`src/rtl/hsa_pkg.sv`:
```
package hsa_pkg;

    typedef enum logic [2:0] {
        HS_IDLE    = 3'd0,
        HS_GRACE   = 3'd1,
        HS_STORE   = 3'd2,
        HS_HOLD    = 3'd3,
        HS_RECOVER = 3'd4
    } hs_state_e;

    typedef struct packed {
        logic pull_dn;
        logic wr_block;
        logic access_off;
    } hs_ctl_t;

    function automatic int unsigned max3(input int unsigned a,
                                         input int unsigned b,
                                         input int unsigned c);
        int unsigned m;
        m = (a > b) ? a : b;
        return (m > c) ? m : c;
    endfunction

    // bits needed to hold values 0 .. cycles-1
    function automatic int unsigned cnt_width(input int unsigned cycles);
        return (cycles < 2) ? 1 : $clog2(cycles);
    endfunction

    function automatic hs_ctl_t ctl_of(input hs_state_e s);
        hs_ctl_t c;
        c = '0;
        case (s)
            HS_GRACE:   c.wr_block = 1'b1;
            HS_STORE:   begin c.pull_dn = 1'b1; c.wr_block = 1'b1; c.access_off = 1'b1; end
            HS_HOLD,
            HS_RECOVER: begin c.wr_block = 1'b1; c.access_off = 1'b1; end
            default:    c = '0;
        endcase
        return c;
    endfunction

endpackage

```
`src/rtl/hsa_sync.sv`:
```
module hsa_sync #(
    parameter int unsigned STAGES  = 2,
    parameter logic        RST_VAL = 1'b1
) (
    input  logic clk,
    input  logic rst,
    input  logic d,
    output logic q
);
    logic [STAGES-1:0] chain;

    for (genvar g = 0; g < STAGES; g++) begin : g_stage
        if (g == 0) begin : g_first
            always_ff @(posedge clk) begin
                if (rst) chain[g] <= RST_VAL;
                else     chain[g] <= d;
            end
        end else begin : g_next
            always_ff @(posedge clk) begin
                if (rst) chain[g] <= RST_VAL;
                else     chain[g] <= chain[g-1];
            end
        end
    end

    assign q = chain[STAGES-1];
endmodule

```
`src/rtl/hsa_timer.sv`:
```
module hsa_timer #(
    parameter int unsigned TW = 8
) (
    input  logic          clk,
    input  logic          rst,
    input  logic          load,
    input  logic [TW-1:0] load_val,
    output logic          done
);
    logic [TW-1:0] cnt;

    always_ff @(posedge clk) begin
        if (rst)              cnt <= '0;
        else if (load)        cnt <= load_val;
        else if (cnt != '0)   cnt <= cnt - 1'b1;
    end

    assign done = (cnt == '0);

    // every window shrinks by exactly one per cycle
    a_r4_count_down: assert property (@(posedge clk) disable iff (rst)
        (!load && cnt != '0) |=> (cnt == $past(cnt) - 1'b1));
endmodule

```
`src/rtl/hsa_dirty.sv`:
```
module hsa_dirty (
    input  logic clk,
    input  logic rst,
    input  logic wr_req,
    input  logic wr_block,
    input  logic clr,
    output logic dirty
);
    logic take_wr;

    assign take_wr = wr_req && !wr_block;

    always_ff @(posedge clk) begin
        if (rst)          dirty <= 1'b0;
        else if (clr)     dirty <= 1'b0;
        else if (take_wr) dirty <= 1'b1;
    end

    // a refused write cannot mark the array modified
    a_r2_blocked_write: assert property (@(posedge clk) disable iff (rst)
        (wr_req && wr_block && !dirty) |=> !dirty);
    // a clear always wins
    a_r6_clear_wins: assert property (@(posedge clk) disable iff (rst)
        clr |=> !dirty);
endmodule

```
`src/rtl/hsa_fsm.sv`:
```
module hsa_fsm
    import hsa_pkg::*;
#(
    parameter int unsigned TW          = 8,
    parameter int unsigned DELAY_CYC   = 100,
    parameter int unsigned STORE_CYC   = 1000,
    parameter int unsigned RECOVER_CYC = 70
) (
    input  logic          clk,
    input  logic          rst,
    input  logic          line_low,
    input  logic          sram_busy,
    input  logic          sw_store,
    input  logic          dirty,
    input  logic          tmr_done,
    output hs_state_e     state,
    output logic          tmr_load,
    output logic [TW-1:0] tmr_val,
    output logic          store_go,
    output logic          store_end
);
    localparam logic [TW-1:0] DELAY_LD   = TW'(DELAY_CYC - 1);
    localparam logic [TW-1:0] STORE_LD   = TW'(STORE_CYC - 1);
    localparam logic [TW-1:0] RECOVER_LD = TW'(RECOVER_CYC - 1);

    hs_state_e nxt;

    always_comb begin
        nxt       = state;
        tmr_load  = 1'b0;
        tmr_val   = '0;
        store_go  = 1'b0;
        store_end = 1'b0;
        case (state)
            HS_IDLE: begin
                if (line_low) begin
                    nxt      = HS_GRACE;
                    tmr_load = 1'b1;
                    tmr_val  = DELAY_LD;
                end else if (sw_store) begin
                    nxt      = HS_STORE;
                    tmr_load = 1'b1;
                    tmr_val  = STORE_LD;
                    store_go = 1'b1;
                end
            end
            HS_GRACE: begin
                if (tmr_done && !sram_busy) begin
                    if (dirty) begin
                        nxt      = HS_STORE;
                        tmr_load = 1'b1;
                        tmr_val  = STORE_LD;
                        store_go = 1'b1;
                    end else begin
                        nxt = HS_HOLD;
                    end
                end
            end
            HS_STORE: begin
                if (tmr_done) begin
                    nxt       = HS_HOLD;
                    store_end = 1'b1;
                end
            end
            HS_HOLD: begin
                if (!line_low) begin
                    nxt      = HS_RECOVER;
                    tmr_load = 1'b1;
                    tmr_val  = RECOVER_LD;
                end
            end
            HS_RECOVER: begin
                if (line_low)      nxt = HS_HOLD;
                else if (tmr_done) nxt = HS_IDLE;
            end
            default: nxt = HS_IDLE;
        endcase
    end

    always_ff @(posedge clk) begin
        if (rst) state <= HS_IDLE;
        else     state <= nxt;
    end

    // a clean device never enters a store from the grace window
    a_r5_clean_skips: assert property (@(posedge clk) disable iff (rst)
        (state == HS_GRACE && tmr_done && !sram_busy && !dirty) |=> (state == HS_HOLD));
    // while the line stays low after a store, the device keeps waiting
    a_r7_hold_on_low: assert property (@(posedge clk) disable iff (rst)
        (state == HS_HOLD && line_low) |=> (state == HS_HOLD));
    // a command arriving mid-store does not restart the interval
    a_r8_no_restart: assert property (@(posedge clk) disable iff (rst)
        (state == HS_STORE && !tmr_done) |=> (state == HS_STORE && !tmr_load));
endmodule

```
`src/rtl/hw_store_arbiter.sv`:
```
module hw_store_arbiter
    import hsa_pkg::*;
#(
    parameter int unsigned SYNC_STAGES = 2,
    parameter int unsigned DELAY_CYC   = 100,
    parameter int unsigned STORE_CYC   = 1000000,
    parameter int unsigned RECOVER_CYC = 70
) (
    input  logic clk,
    input  logic rst,
    input  logic line_in,
    input  logic sram_busy,
    input  logic wr_req,
    input  logic sw_store,
    input  logic recall_done,
    output logic line_pd,
    output logic wr_inhibit,
    output logic chip_dis,
    output logic store_start,
    output logic dirty
);
    localparam int unsigned MAX_WIN = max3(DELAY_CYC, STORE_CYC, RECOVER_CYC);
    localparam int unsigned TW      = cnt_width(MAX_WIN);

    logic          line_high;
    logic          line_low;
    hs_state_e     state;
    hs_ctl_t       ctl;
    logic          tmr_load;
    logic [TW-1:0] tmr_val;
    logic          tmr_done;
    logic          store_go;
    logic          store_end;
    logic          start_q;

    hsa_sync #(.STAGES(SYNC_STAGES), .RST_VAL(1'b1)) u_sync (
        .clk (clk),
        .rst (rst),
        .d   (line_in),
        .q   (line_high)
    );

    assign line_low = !line_high;

    hsa_timer #(.TW(TW)) u_timer (
        .clk      (clk),
        .rst      (rst),
        .load     (tmr_load),
        .load_val (tmr_val),
        .done     (tmr_done)
    );

    hsa_fsm #(
        .TW          (TW),
        .DELAY_CYC   (DELAY_CYC),
        .STORE_CYC   (STORE_CYC),
        .RECOVER_CYC (RECOVER_CYC)
    ) u_fsm (
        .clk       (clk),
        .rst       (rst),
        .line_low  (line_low),
        .sram_busy (sram_busy),
        .sw_store  (sw_store),
        .dirty     (dirty),
        .tmr_done  (tmr_done),
        .state     (state),
        .tmr_load  (tmr_load),
        .tmr_val   (tmr_val),
        .store_go  (store_go),
        .store_end (store_end)
    );

    assign ctl = ctl_of(state);

    hsa_dirty u_dirty (
        .clk      (clk),
        .rst      (rst),
        .wr_req   (wr_req),
        .wr_block (ctl.wr_block),
        .clr      (store_end || recall_done),
        .dirty    (dirty)
    );

    always_ff @(posedge clk) begin
        if (rst) start_q <= 1'b0;
        else     start_q <= store_go;
    end

    assign line_pd     = ctl.pull_dn;
    assign wr_inhibit  = ctl.wr_block;
    assign chip_dis    = ctl.access_off;
    assign store_start = start_q;

    // the strobe marks the first cycle of a pull-down interval only
    a_r9_start_first: assert property (@(posedge clk) disable iff (rst)
        store_start |-> (line_pd && !$past(line_pd)));
    // a store always runs with the array locked out
    a_r4_store_locked: assert property (@(posedge clk) disable iff (rst)
        line_pd |-> (chip_dis && wr_inhibit));
    // the modified flag is gone when the pull-down is released
    a_r6_clean_after: assert property (@(posedge clk) disable iff (rst)
        $fell(line_pd) |-> !dirty);
    // access is never cut while an SRAM cycle was still running
    a_r3_busy_respected: assert property (@(posedge clk) disable iff (rst)
        ($rose(chip_dis) && !$past(sw_store)) |-> !$past(sram_busy));
    // at most one start per pull-down interval
    a_r9_single_pulse: assert property (@(posedge clk) disable iff (rst)
        store_start |=> !store_start);
endmodule

```
`config.mk`:
```
export PLATFORM = sky130hd
export DESIGN_NAME = hw_store_arbiter
export DESIGN_NICKNAME = d
export VERILOG_FILES = /design/src/rtl/hsa_pkg.sv /design/src/rtl/hsa_sync.sv /design/src/rtl/hsa_timer.sv /design/src/rtl/hsa_dirty.sv /design/src/rtl/hsa_fsm.sv /design/src/rtl/hw_store_arbiter.sv
export SDC_FILE = /design/constraint.sdc
export NUM_CORES = 1
export LEC_CHECK = 0
export BUFFER_PORTS_ARGS = -buffer_cell sky130_fd_sc_hd__buf_2
export CAP_MARGIN = 10
export CORE_MARGIN = 4
export CORE_UTILIZATION = 60
export DETAILED_ROUTE_END_ITERATION = 8
export PLACE_DENSITY = 0.76
export SYNTH_ARGS = -nofsm -noshare
export SYNTH_HDL_FRONTEND = slang
export SYNTH_HIERARCHICAL = 1
export SYNTH_SLANG_ARGS = --single-unit
```
`constraint.sdc`:
```
create_clock -name clk -period 5.5 [get_ports clk]
set_clock_uncertainty 0.15 [all_clocks]
set_input_delay 1.1 -clock clk [delete_from_list [all_inputs] [get_ports clk]]
set_output_delay 1.1 -clock clk [all_outputs]
set_load 0.02 [all_outputs]
```
Word-level counts from Yosys, hierarchy flattened
Cells that the tools add are included.
- bits in read-only memories: 0
- output and inout bits: 5
- bits in registers: 27
- bits in latches: 0
- memory bits (writable): 0
- logic and storage cells: 59
- memories kept: 0
- mux-type cells: 30
- shifts and indexed selects: 0
- bitwise operators: 0
- reductions and logical operators: 13
- div/mod/pow operators: 0
- eq/ne operators: 9
- magnitude comparators: 0
- multipliers: 0
- add/subtract/negate cells: 1
- operators by type and width (cell ; number):
    2-to-1 mux 20 bit ; 6
    case mux 20 bit (3 select lines) ; 1
    2-to-1 mux 3 bit ; 7
    logical NOT 20 bit ; 1
    nonzero test 20 bit ; 1
    subtractor 20 x 1 -> 20 bit, second input constant ; 1
    case mux 3 bit (5 select lines) ; 1
    2-to-1 mux 1 bit ; 12
    2-to-1 mux 7 bit ; 1
    == test 3 x 2 -> 1 bit, second input constant ; 2
    AND reduction 5 bit ; 1
    != test 2 x 1 -> 1 bit, second input constant ; 2
    OR reduction 4 bit ; 1
    == test 3 x 1 -> 1 bit, second input constant ; 1
    == test 3 bit, second input constant ; 1
    logical NOT 3 bit ; 1
    != test 3 x 2 -> 1 bit, second input constant ; 1
    != test 3 bit, second input constant ; 1
    case mux 1 bit (3 select lines) ; 1
    OR reduction 3 bit ; 1
    logical AND 1 bit ; 2
    logical NOT 1 bit ; 2
    != test 2 bit, second input constant ; 1
    case mux 1 bit (2 select lines) ; 1
    other kinds (3) ; 3

Depth between registers and ports, before layout
Gate-level depths: netlist of run 1.
- word-level depth: 5
- gate-level depth with buffers: 14

Modules after synthesis
Netlist of run 1, hierarchy kept.
- modules (own cells, without submodules) (module ; times used ; sequential area each (sq um) ; area an instance (sq um) ; cells each):
    hsa_timer ; 1 ; 400.4 ; 1081.0 ; 122
    hsa_fsm ; 1 ; 60.1 ; 481.7 ; 65
    hw_store_arbiter ; 1 ; 20.0 ; 67.6 ; 8
    hsa_sync ; 1 ; 40.0 ; 52.6 ; 4
    hsa_dirty ; 1 ; 20.0 ; 45.0 ; 4

Least setup slack after synthesis of run 1
Ideal clock, no wire load.
- path kind: reg2reg
- from: register u_timer.cnt[0]
- to: register u_timer.cnt[18]
- buffers on the path: 3
- stages on the path, launching flop included: 15
- data required time: 5.283 ns
- slack: 2.224 ns
- arrival time: 3.059 ns
- library setup time: 0.067 ns
- cells stage by stage: dfxtp_1 -> inv_1 -> ha_1 -> or4b_2 -> nor4_2 -> and2b_1 -> buf_4 -> nor3b_2 -> nand3_1 -> o21ai_1 -> nor2b_1 -> clkbuf_1 -> clkbuf_1 -> nand2_1 -> o21ai_2
- longest elaborated chain between the ends: 5
- elaborated cells between the ends (all ways): 11
- classes of those cells: add/sub (1); mux (6); reduce/logical (4)
- ends and longest elaborated chain (what ; line ; source):
    start, declared ; hsa_timer.sv:10 ; logic [TW-1:0] cnt;
    start signal, assigned ; hsa_timer.sv:14 ; else if (load) cnt <= load_val;
    start signal, assigned ; hsa_timer.sv:15 ; else if (cnt != '0) cnt <= cnt - 1'b1;
    logical NOT 20 bit (*) ; hsa_timer.sv:18 ; assign done = (cnt == '0);
    named net tmr_done ; hw_store_arbiter.sv:31 ; logic tmr_done;
    logical AND 1 bit (*) ; hsa_fsm.sv:48 ; if (tmr_done && !sram_busy) begin
    2-to-1 mux 1 bit (*) ; hsa_fsm.sv:48 ;
    case mux 1 bit (3 select lines) (*) ; hsa_fsm.sv:34 ; case (state)
    named net tmr_load ; hw_store_arbiter.sv:29 ; logic tmr_load;
    2-to-1 mux 20 bit / nonzero test 2 bit (equally long branches) ; n/a ;
The timed path passes the listed nets; every way through them passes the cells marked *. The select of a mux whose other input is x is not followed.
A chain may end at the register's enable or synchronous reset.

Worst setup path after layout of run 1
- from: register u_timer.cnt[0]
- to: register u_timer.cnt[6]
Same word-level chain as after synthesis.

==> results.sh, run 1 <==
export IMPL_antenna_found_initial=0
export IMPL_hold_viol=0
export IMPL_io_pins=12
export IMPL_cts_buffer_depth=2
export IMPL_power_frac_clock_pct=8.3
export IMPL_drc=0
export IMPL_layout_drive_gt1_share_pct=20.4
export IMPL_netSwitchingFraction_pct=45.5
export IMPL_power_internal_mw=0.551
export IMPL_final_common_cell="dfxtp_1"
export IMPL_post_cts_buffers=0
export IMPL_hold_class="reg2reg"
export IMPL_startpoint="u_timer/cnt[0]"
export IMPL_num_nets_final=211
export IMPL_power_density_nw_per_um2=598
export IMPL_cts_sinks=27
export IMPL_switching_power_mw=0.460
export IMPL_rsz0062_at_grt="false"
export IMPL_synth_edff_count=0
export IMPL_antenna_cells=0
export IMPL_syn_avg_cell_area_sq_um=8.51
export IMPL_place_area_sq_um=1660
export IMPL_leakagePower_nw=0.668
export IMPL_routedWlPerCell_microns=13.5
export IMPL_fmax_mhz=247
export IMPL_period_share_pct=73.6
export IMPL_ys_seq_elements=27
export IMPL_critPathKind="reg2reg"
export IMPL_slew_viol_final=0
export IMPL_synth_cell_types=48
export IMPL_r2r_end="u_timer/cnt[6]"
export IMPL_drtIter0Drc=55
export IMPL_r2r_start="u_timer/cnt[0]"
export IMPL_num_rows=19
export IMPL_clkLatencyLatePin_ns=0.32
export IMPL_pwr_share_seq_pct=34.5
export IMPL_finish_utilization_pct=61.3
export IMPL_viasPerCell=5.61
export IMPL_path_max_fanout=17
export IMPL_final_cell_mix="dfxtp_1, nand2_1, xnor2_1"
export IMPL_startpoint_type="register"
export IMPL_cts_resized=0
export IMPL_die_w_microns=61.7
export IMPL_gp_congestion=0.935
export IMPL_grt_max_degree=19
export IMPL_ant_nets=0
export IMPL_seq_area_frac_synth_pct=31.3
export IMPL_ys_warn_count=6
export IMPL_crit_arrival_ns=4.16
export IMPL_end_kind="register"
export IMPL_synthCells=203
export IMPL_hold_buffers=0
export IMPL_port_buffers=11
export IMPL_grt_pass1_vias=1232
export IMPL_grt_pass1_wl_microns=5540
export IMPL_crit_required_ns=5.62
export IMPL_status="finished clean"
export IMPL_synthFlopType="dfxtp_1"
export IMPL_reg2reg_slack_ns=1.45
export IMPL_async_flop_share_pct=0
export IMPL_core_sq_um=2760
export IMPL_rr_worst_depth=11
export IMPL_finalInstanceArea_sq_um=1690
export IMPL_relSlewSlack_pct=25.4
export IMPL_syn_area_sq_um=1730
export IMPL_initial_core_util_pct=62.7
export IMPL_hpwl_microns=2340
export IMPL_cts_max_level=1
export IMPL_cts_root_buf="clkbuf_4"
export IMPL_drt_total_wl_microns=3130
export IMPL_maxCapViolCount=0
export IMPL_die_h_microns=61.7
export IMPL_fin_crit_ns=4.05
export IMPL_endpoint="u_timer/cnt[6]"
export IMPL_worstMarginPinSlew_ns=1.12
export IMPL_combPwrFrac_pct=57.2
export IMPL_numCtsBuffers=3
export IMPL_grt_usage_pct=19.1
export IMPL_clk_pin_slew_ns=0.14
export IMPL_tns_ns=0
export IMPL_dr_pass1_iters=4
export IMPL_whs_ns=0.275
export IMPL_vias=1302
export IMPL_cts_tree="built"
export IMPL_die_area_sq_um=3800
export IMPL_areaGrowthSynthToFinish_pct=-2.17
export IMPL_setup_viol=0
export IMPL_grt_overflow=0
export IMPL_power_mw=1.01
export IMPL_ir_worst_vdd_v=0.000429
synth_stat cells, types with 2 or more instances:
cell type	n	area [sq um]
nor2_1	12	45.0
a22o_1	3	26.3
nor2b_1	3	18.8
o21ai_0	5	25.0
nor4_1	4	25.0
xor2_1	3	26.3
mux2i_1	3	30.0
nand2_1	26	97.6
nor3_1	11	55.1
buf_4	16	120
dfxtp_1	27	541
nand3_1	2	10.0
ha_1	2	25.0
a21oi_1	6	30.0
inv_1	5	18.8
nor4_2	3	37.5
o31ai_1	2	15.0
or3_1	4	25.0
a211o_1	2	17.5
o21ai_1	3	15.0
or2_2	2	12.5
buf_6	3	33.8
o21ai_2	10	87.6
or2_1	3	18.8
o21a_1	3	22.5
o31ai_2	2	25.0
clkbuf_1	2	7.51
xnor2_1	16	140
power by group through the flow:
stage	Combinational, mW	Sequential (mW)	Clock (mW)
after floorplan	0.537	0.326	0
final	0.578	0.349	0.0837
after detailed placement	0.577	0.353	0
after CTS	0.581	0.348	0.0898
after global placement	0.554	0.348	0
after global routing	0.648	0.362	0.0976
logic make-up after synthesis:
family,after synthesis,synth area share [%]
mux,4,2.39
xor+xnor,19,9.63
compound gates,41,17.8
flops,27,31.3
simple gates,80,25.4
fa+ha+maj,2,1.45
other cells,1,0.217
buf+inv,29,11.8
worst min-delay path by stage:
| stage | depth (start not counted) | start | slack (ns) | end |
|---|---|---|---|---|
| 6_report | 1 | u_sync/chain[0] | 0.27 | u_sync/q |
| 5_1_grt | 1 | u_sync/chain[0] | 0.30 | u_sync/q |
| 2_1_floorplan | 1 | u_sync/chain[0] | 0.23 | u_sync/q |
| 3_3_place_gp | 1 | u_sync/chain[0] | 0.24 | u_sync/q |
| 3_5_place_dp | 1 | u_sync/chain[0] | 0.25 | u_sync/q |
| 4_1_cts | 1 | u_sync/chain[0] | 0.28 | u_sync/q |
cell type report:
class                           count  area (sq um)
Multi-Input combinational cell    153          1010
Tap cell                           31          38.8
Fill cell                         225          1070
Timing Repair Buffer               11          55.1
Clock inverter                      1          5.00
Sequential cell                    27           541
Clock buffer                        3          22.5
Inverter                            6          22.5
flip-flops by register name, indices dropped and copies added, names as in the netlist:
name	count
store_start	1
u_fsm/state	3
u_sync/q	1
u_dirty/dirty	1
u_sync/chain	1
u_timer/cnt	20
through the flow:
step | std cells | setup WS [ns]
after floorplan | 209 | 2.22
after global placement | 228 | 1.70
after global routing | 232 | 1.00
final | 232 | 1.45
after CTS | 232 | 1.47
after detailed placement | 228 | 1.50
routing by layer:
metal  up-vias  global-route usage [%]  routed length [microns]  part of all wire (%)
met1       591                    25.9                     1490                    47
met3         6                    2.94                      114                   3.6
met5         -                       0                        0                     0
met2        31                    30.6                     1480                    47
li1        674                       -                        -                     -
met4         0                    6.97                       44                   1.4
critical path, stage by stage (launching register included):
cell and delay (ns):
dfxtp_1 0.37, inv_1 0.09, ha_1 0.14, or4b_2 0.59, nor4_2 0.21, and2b_1 0.39
nor3b_2 0.30, nand3_1 0.23, o21ai_1 0.32, nor2b_1 0.94, nand2_1 0.17, o21ai_2 0.10
Power figures use the tool's default switching activity.
==> run 2: changes to the inputs <==
ABC_AREA = 1   (was not set)
clock period = 4.02 ns   (was 5.5 ns; I/O delays follow)
==> results.sh, run 2 <==
export IMPL_initial_core_util_pct=63.6
export IMPL_critPathKind="reg2reg"
export IMPL_post_cts_buffers=0
export IMPL_routedWlPerCell_microns=11.0
export IMPL_cts_root_buf="clkbuf_4"
export IMPL_port_buffers=11
export IMPL_leakagePower_nw=0.933
export IMPL_synth_top_family_by_area="simple AND/OR/NAND/NOR gates"
export IMPL_num_nets_final=304
export IMPL_tns_ns=0
export IMPL_synthAdderAreaFrac_pct=1.28
export IMPL_hold_viol=0
export IMPL_largest_reg_flops=20
export IMPL_synth_most_common_cell="nand2_1"
export IMPL_power_frac_clock_pct=6.7
export IMPL_synthMuxAreaShare_pct=0
export IMPL_regMostFlops="u_timer/cnt"
export IMPL_cts_tree="built"
export IMPL_multi_input_area_sq_um=1170
export IMPL_ant_nets=0
export IMPL_drtIter0Drc=144
export IMPL_netlist_top_cells_area="dfxtp_1, nand2_1, nor2_1, a21oi_2, buf_4"
export IMPL_wl_met1_microns=1890
export IMPL_grt_pass1_vias=1463
export IMPL_final_common_cell="nand2_1"
export IMPL_seqCellArea_sq_um=541
export IMPL_numCtsBuffers=3
export IMPL_die_w_microns=65.1
export IMPL_finish_utilization_pct=64.1
export IMPL_crit_arrival_ns=3.05
export IMPL_power_density_nw_per_um2=895
export IMPL_ys_warn_count=6
export IMPL_core_sq_um=3080
export IMPL_hold_buffers=0
export IMPL_final_cell_mix="nand2_1, nor2_1, inv_1"
export IMPL_slew_viol_final=0
export IMPL_ys_seq_elements=27
export IMPL_synthCells=293
export IMPL_switching_power_mw=0.940
export IMPL_status="finished clean"
export IMPL_routed_top_layer="met4"
export IMPL_setup_viol=0
export IMPL_dr_pass1_iters=4
export IMPL_maxCapViolCount=0
export IMPL_netlist_area_leader_share_pct=27.6
export IMPL_combPwrFrac_pct=66.9
export IMPL_dr_wl_met3_microns=186
export IMPL_largestRegisters="u_timer/cnt: 20 flops, u_fsm/state: 3 flops"
export IMPL_end_kind="register"
export IMPL_fmax_mhz=341
export IMPL_drt_total_wl_microns=3730
export IMPL_cts_buffer_depth=2
export IMPL_rsz0062_at_grt="false"
export IMPL_crit_required_ns=4.14
export IMPL_cts_resized=0
export IMPL_io_pins=12
export IMPL_pwr_share_seq_pct=26.4
export IMPL_cpMaxStageDelayCell="nand3_1"
export IMPL_drc=0
export IMPL_clk_pin_slew_ns=0.14
export IMPL_relSlewSlack_pct=48.5
export IMPL_yosys_area_share_simple_pct=41.5
export IMPL_max_stage_delay_ns=0.58
export IMPL_cp_cell_sequence="inv_1 -> ha_1 -> nand2_2 -> nor2_4 -> nand3_4 -> inv_1 -> inv_1 -> nor2_1 -> nand2_1 -> nand3_1 -> inv_1 -> nand2_4 -> inv_4 -> nand2_1 -> a21oi_2"
export IMPL_synth_compound_area_share_pct=10.2
export IMPL_cp_num_buf_inv=5
export IMPL_areaGrowthSynthToFinish_pct=0.703
export IMPL_hold_class="reg2reg"
export IMPL_fin_crit_ns=2.93
export IMPL_vias=1675
export IMPL_antenna_cells=0
export IMPL_cts_max_level=1
export IMPL_crit_top_cell="inv_1"
export IMPL_grt_pass1_wl_microns=6580
export IMPL_die_h_microns=65.1
export IMPL_synth_commonest_cells="nand2_1, nor2_1, inv_1, dfxtp_1, nand3_1"
export IMPL_synthFlopType="dfxtp_1"
export IMPL_viasPerCell=4.96
export IMPL_synth_edff_count=0
export IMPL_gp_congestion=0.814
export IMPL_wl_met2_microns=1600
export IMPL_cts_sinks=27
export IMPL_startpoint_type="register"
export IMPL_syn_avg_cell_area_sq_um=6.68
export IMPL_worstMarginPinSlew_ns=0.771
export IMPL_clkLatencyLatePin_ns=0.33
export IMPL_grt_max_degree=25
export IMPL_antenna_found_initial=0
export IMPL_num_rows=20
export IMPL_period_share_pct=72.9
export IMPL_syn_area_sq_um=1960
export IMPL_power_mw=1.77
export IMPL_grt_usage_pct=19.7
export IMPL_grt_overflow=0
export IMPL_yosysTopAreaCell="dfxtp_1"
export IMPL_layout_drive_gt1_share_pct=21.4
export IMPL_die_area_sq_um=4240
export IMPL_synth_cell_types=30
export IMPL_ir_worst_vdd_v=0.000475
export IMPL_hpwl_microns=2820
export IMPL_async_flop_share_pct=0
export IMPL_power_internal_mw=0.826
export IMPL_netSwitchingFraction_pct=53.2
export IMPL_crit_family="simple AND/OR/NAND/NOR gates"
export IMPL_fillers=291
export IMPL_seq_area_frac_synth_pct=27.6
export IMPL_synth_xor_area_share_pct=5.37
export IMPL_path_max_fanout=21
run 2: final timing paths:
check | startpoint | endpoint | slack (ns) | cells after the start
min reg2reg | u_sync/chain[0] | u_sync/q | 0.28 | 2
max reg2reg | u_timer/cnt[0] | u_timer/cnt[12] | 1.09 | 15
max | u_timer/cnt[0] | u_timer/cnt[12] | 1.09 | 15
min | u_sync/chain[0] | u_sync/q | 0.28 | 2
run 2: layer usage:
layer	up-vias	GRT usage, %
li1	896	-
met3	5	2.56
met5	-	0
met2	45	29.1
met1	729	28.8
met4	0	7.77
run 2: worst min-delay path: stages (launching register included):
cell and delay (ns):
dfxtp_1 0.33, inv_1 0.04, nand2_1 0.05
run 2: power by group through the flow:
stage	logic (mW)	registers [mW]	clock network, mW
2_1_floorplan	1.04	0.454	0
3_3_place_gp	1.16	0.470	0
3_5_place_dp	1.18	0.470	0
4_1_cts	1.18	0.464	0.126
5_1_grt	1.34	0.480	0.139
6_report	1.18	0.465	0.119
run 2: cell families (layout without fill, tap and decap cells):
group / count (synthesis) / in the layout
XOR/XNOR: 12 / 12
adder cells (fa/ha/maj): 2 / 2
flip-flops: 27 / 27
AND/OR/NAND/NOR: 168 / 168
AO/OA/AOI/OAI: 30 / 30
other: 1 / 7
buffers and inverters: 53 / 48
run 2: stage by stage:
stage / instance area, sq um / worst slack [ns] / hold slack (ns) / instances
finish: 1970 / 1.09 / 0.284 / 338
global route: 1970 / 0.732 / 0.320 / 338
CTS: 1970 / 1.08 / 0.293 / 338
detailed placement: 1950 / 1.11 / 0.255 / 334
global placement: 1950 / 1.19 / 0.255 / 334
floorplan: 1980 / 1.77 / 0.237 / 299
run 2: cell type report:
type                       instances  share of cell area [%]
clock buffer                       4                    1.33
multi-input combinational        219                    59.3
inverter                          33                    6.41
timing repair buffer              11                    2.79
tap                               44                    2.79
sequential                        27                    27.4
==> run 3: changes to the inputs <==
clock period = 3 ns   (was 4.02 ns; I/O delays follow)
==> results.sh, run 3 (same netlist as run 2, synthesis figures left out) <==
export IMPL_hold_buffers=0
export IMPL_areaGrowthSynthToFinish_pct=1.53
export IMPL_fmax_mhz=412
export IMPL_cts_resized=0
export IMPL_grt_overflow=0
export IMPL_largest_reg_flops=20
export IMPL_multi_input_area_sq_um=1170
export IMPL_numCtsBuffers=3
export IMPL_worstMarginPinSlew_ns=0.566
export IMPL_cp_cell_sequence="inv_1 -> ha_1 -> nand2_2 -> nor2_4 -> nand3_4 -> inv_1 -> inv_1 -> nor2_1 -> nand2_1 -> nand3_1 -> buf_4 -> inv_1 -> nand2_4 -> inv_4 -> nand2_1 -> a21oi_2"
export IMPL_setup_viol=0
export IMPL_largestRegisters="u_timer/cnt: 20 flops, u_fsm/state: 3 flops"
export IMPL_post_cts_buffers=0
export IMPL_crit_required_ns=3.08
export IMPL_ant_nets=0
export IMPL_num_rows=20
export IMPL_hold_class="reg2reg"
export IMPL_regMostFlops="u_timer/cnt"
export IMPL_tns_ns=0
export IMPL_cts_root_buf="clkbuf_4"
export IMPL_cp_num_buf_inv=6
export IMPL_die_w_microns=65.1
export IMPL_routedWlPerCell_microns=11.1
export IMPL_place_inst=336
export IMPL_instances_no_fill=340
export IMPL_relSlewSlack_pct=62.3
export IMPL_layout_drive_gt1_share_pct=22.3
export IMPL_grt_usage_pct=20.4
export IMPL_rsz0062_at_grt="false"
export IMPL_grt_max_degree=25
export IMPL_drtIter0Drc=130
export IMPL_whs_ns=0.279
export IMPL_hold_viol=0
export IMPL_viasPerCell=4.88
export IMPL_drc=0
export IMPL_core_sq_um=3080
export IMPL_hpwl_microns=2900
export IMPL_die_h_microns=65.1
export IMPL_clkLatencyLatePin_ns=0.34
export IMPL_dr_pass1_iters=4
export IMPL_die_area_sq_um=4240
export IMPL_num_nets_final=306
export IMPL_grt_pass1_wl_microns=6840
export IMPL_crit_arrival_ns=2.51
export IMPL_antenna_found_initial=0
export IMPL_startpoint_type="register"
export IMPL_end_kind="register"
export IMPL_ir_worst_vdd_v=0.000495
export IMPL_vias=1660
export IMPL_final_common_cell="nand2_1"
export IMPL_port_buffers=11
export IMPL_cts_tree="built"
export IMPL_gp_congestion=0.871
export IMPL_path_max_fanout=16
export IMPL_max_stage_delay_ns=0.34
export IMPL_seqCellArea_sq_um=541
export IMPL_final_cell_mix="nand2_1, nor2_1, inv_1"
export IMPL_drt_total_wl_microns=3790
export IMPL_clk_pin_slew_ns=0.16
export IMPL_io_pins=12
export IMPL_power_density_nw_per_um2=1200
export IMPL_crit_top_cell="inv_1"
export IMPL_cpMaxStageDelayCell="dfxtp_1"
export IMPL_maxCapViolCount=0
export IMPL_status="finished clean"
export IMPL_critPathKind="reg2reg"
export IMPL_leakagePower_nw=0.946
export IMPL_fillers=309
export IMPL_slew_viol_final=0
export IMPL_antenna_cells=0
export IMPL_initial_core_util_pct=63.6
export IMPL_cts_max_level=1
export IMPL_power_mw=2.39
export IMPL_finish_utilization_pct=64.6
export IMPL_fin_crit_ns=2.43
export IMPL_cts_buffer_depth=2
export IMPL_grt_pass1_vias=1583
export IMPL_crit_family="simple AND/OR/NAND/NOR gates"
export IMPL_cts_sinks=27
export IMPL_period_share_pct=81.0
==> run 3: cell count changes in the layout (fill, tap and decap cells not counted), sizes merged <==
cell,change
buf,+2
clkbuf,-1
clkinv,+1
==> run 3: path summary, 6_finish.rpt <==
kind	from	to	slack, ns	depth (start not counted)
min	u_sync/chain[0]	u_sync/q	0.28	2
max reg2reg	u_timer/cnt[0]	u_timer/cnt[12]	0.57	16
max	u_timer/cnt[0]	u_timer/cnt[12]	0.57	16
min reg2reg	u_sync/chain[0]	u_sync/q	0.28	2
==> run 3: report_power, final <==
| part | switching, mW | total, mW | internal, mW | leakage (nW) |
|---|---|---|---|---|
| combinational | 1.02 | 1.60 | 0.577 | 0.706 |
| clock | 0.113 | 0.164 | 0.0501 | 0.0177 |
| sequential | 0.135 | 0.626 | 0.491 | 0.222 |
==> run 3: metal layers <==
metal	share of wire [%]	up-vias	wire [microns]	GRT usage, %
met2	43	27	1640	32.6
met4	1.0	0	38	6.48
met1	51	724	1940	28.7
met3	4.6	4	173	2.74
li1	-	905	-	-
met5	0	-	0	0
==> run 3: final cells by class <==
| class | instances | area share, % |
|---|---|---|
| well taps | 44 | 2.77 |
| clock inverters | 1 | 0.252 |
| clock buffers | 3 | 1.13 |
| multi-input cells | 219 | 58.8 |
| repair buffers | 13 | 3.52 |
| flip-flops and latches | 27 | 27.2 |
| inverters | 33 | 6.36 |
==> run 3: worst reg2reg max path: stages, from the launching register on <==
cell	delay, ns
dfxtp_1	0.34
inv_1	0.14
ha_1	0.19
nand2_2	0.07
nor2_4	0.14
nand3_4	0.10
inv_1	0.07
inv_1	0.07
nor2_1	0.15
nand2_1	0.15
nand3_1	0.13
buf_4	0.18
inv_1	0.12
nand2_4	0.10
inv_4	0.10
nand2_1	0.11
a21oi_2	0.05
==> run 3: per-stage QoR <==
step / setup slack, ns / instance area, sq um
3_5_place_dp: 0.603 / 1960
4_1_cts: 0.581 / 1990
6_report: 0.570 / 1990
2_1_floorplan: 0.753 / 1980
5_1_grt: 0.304 / 1990
3_3_place_gp: 0.671 / 1960
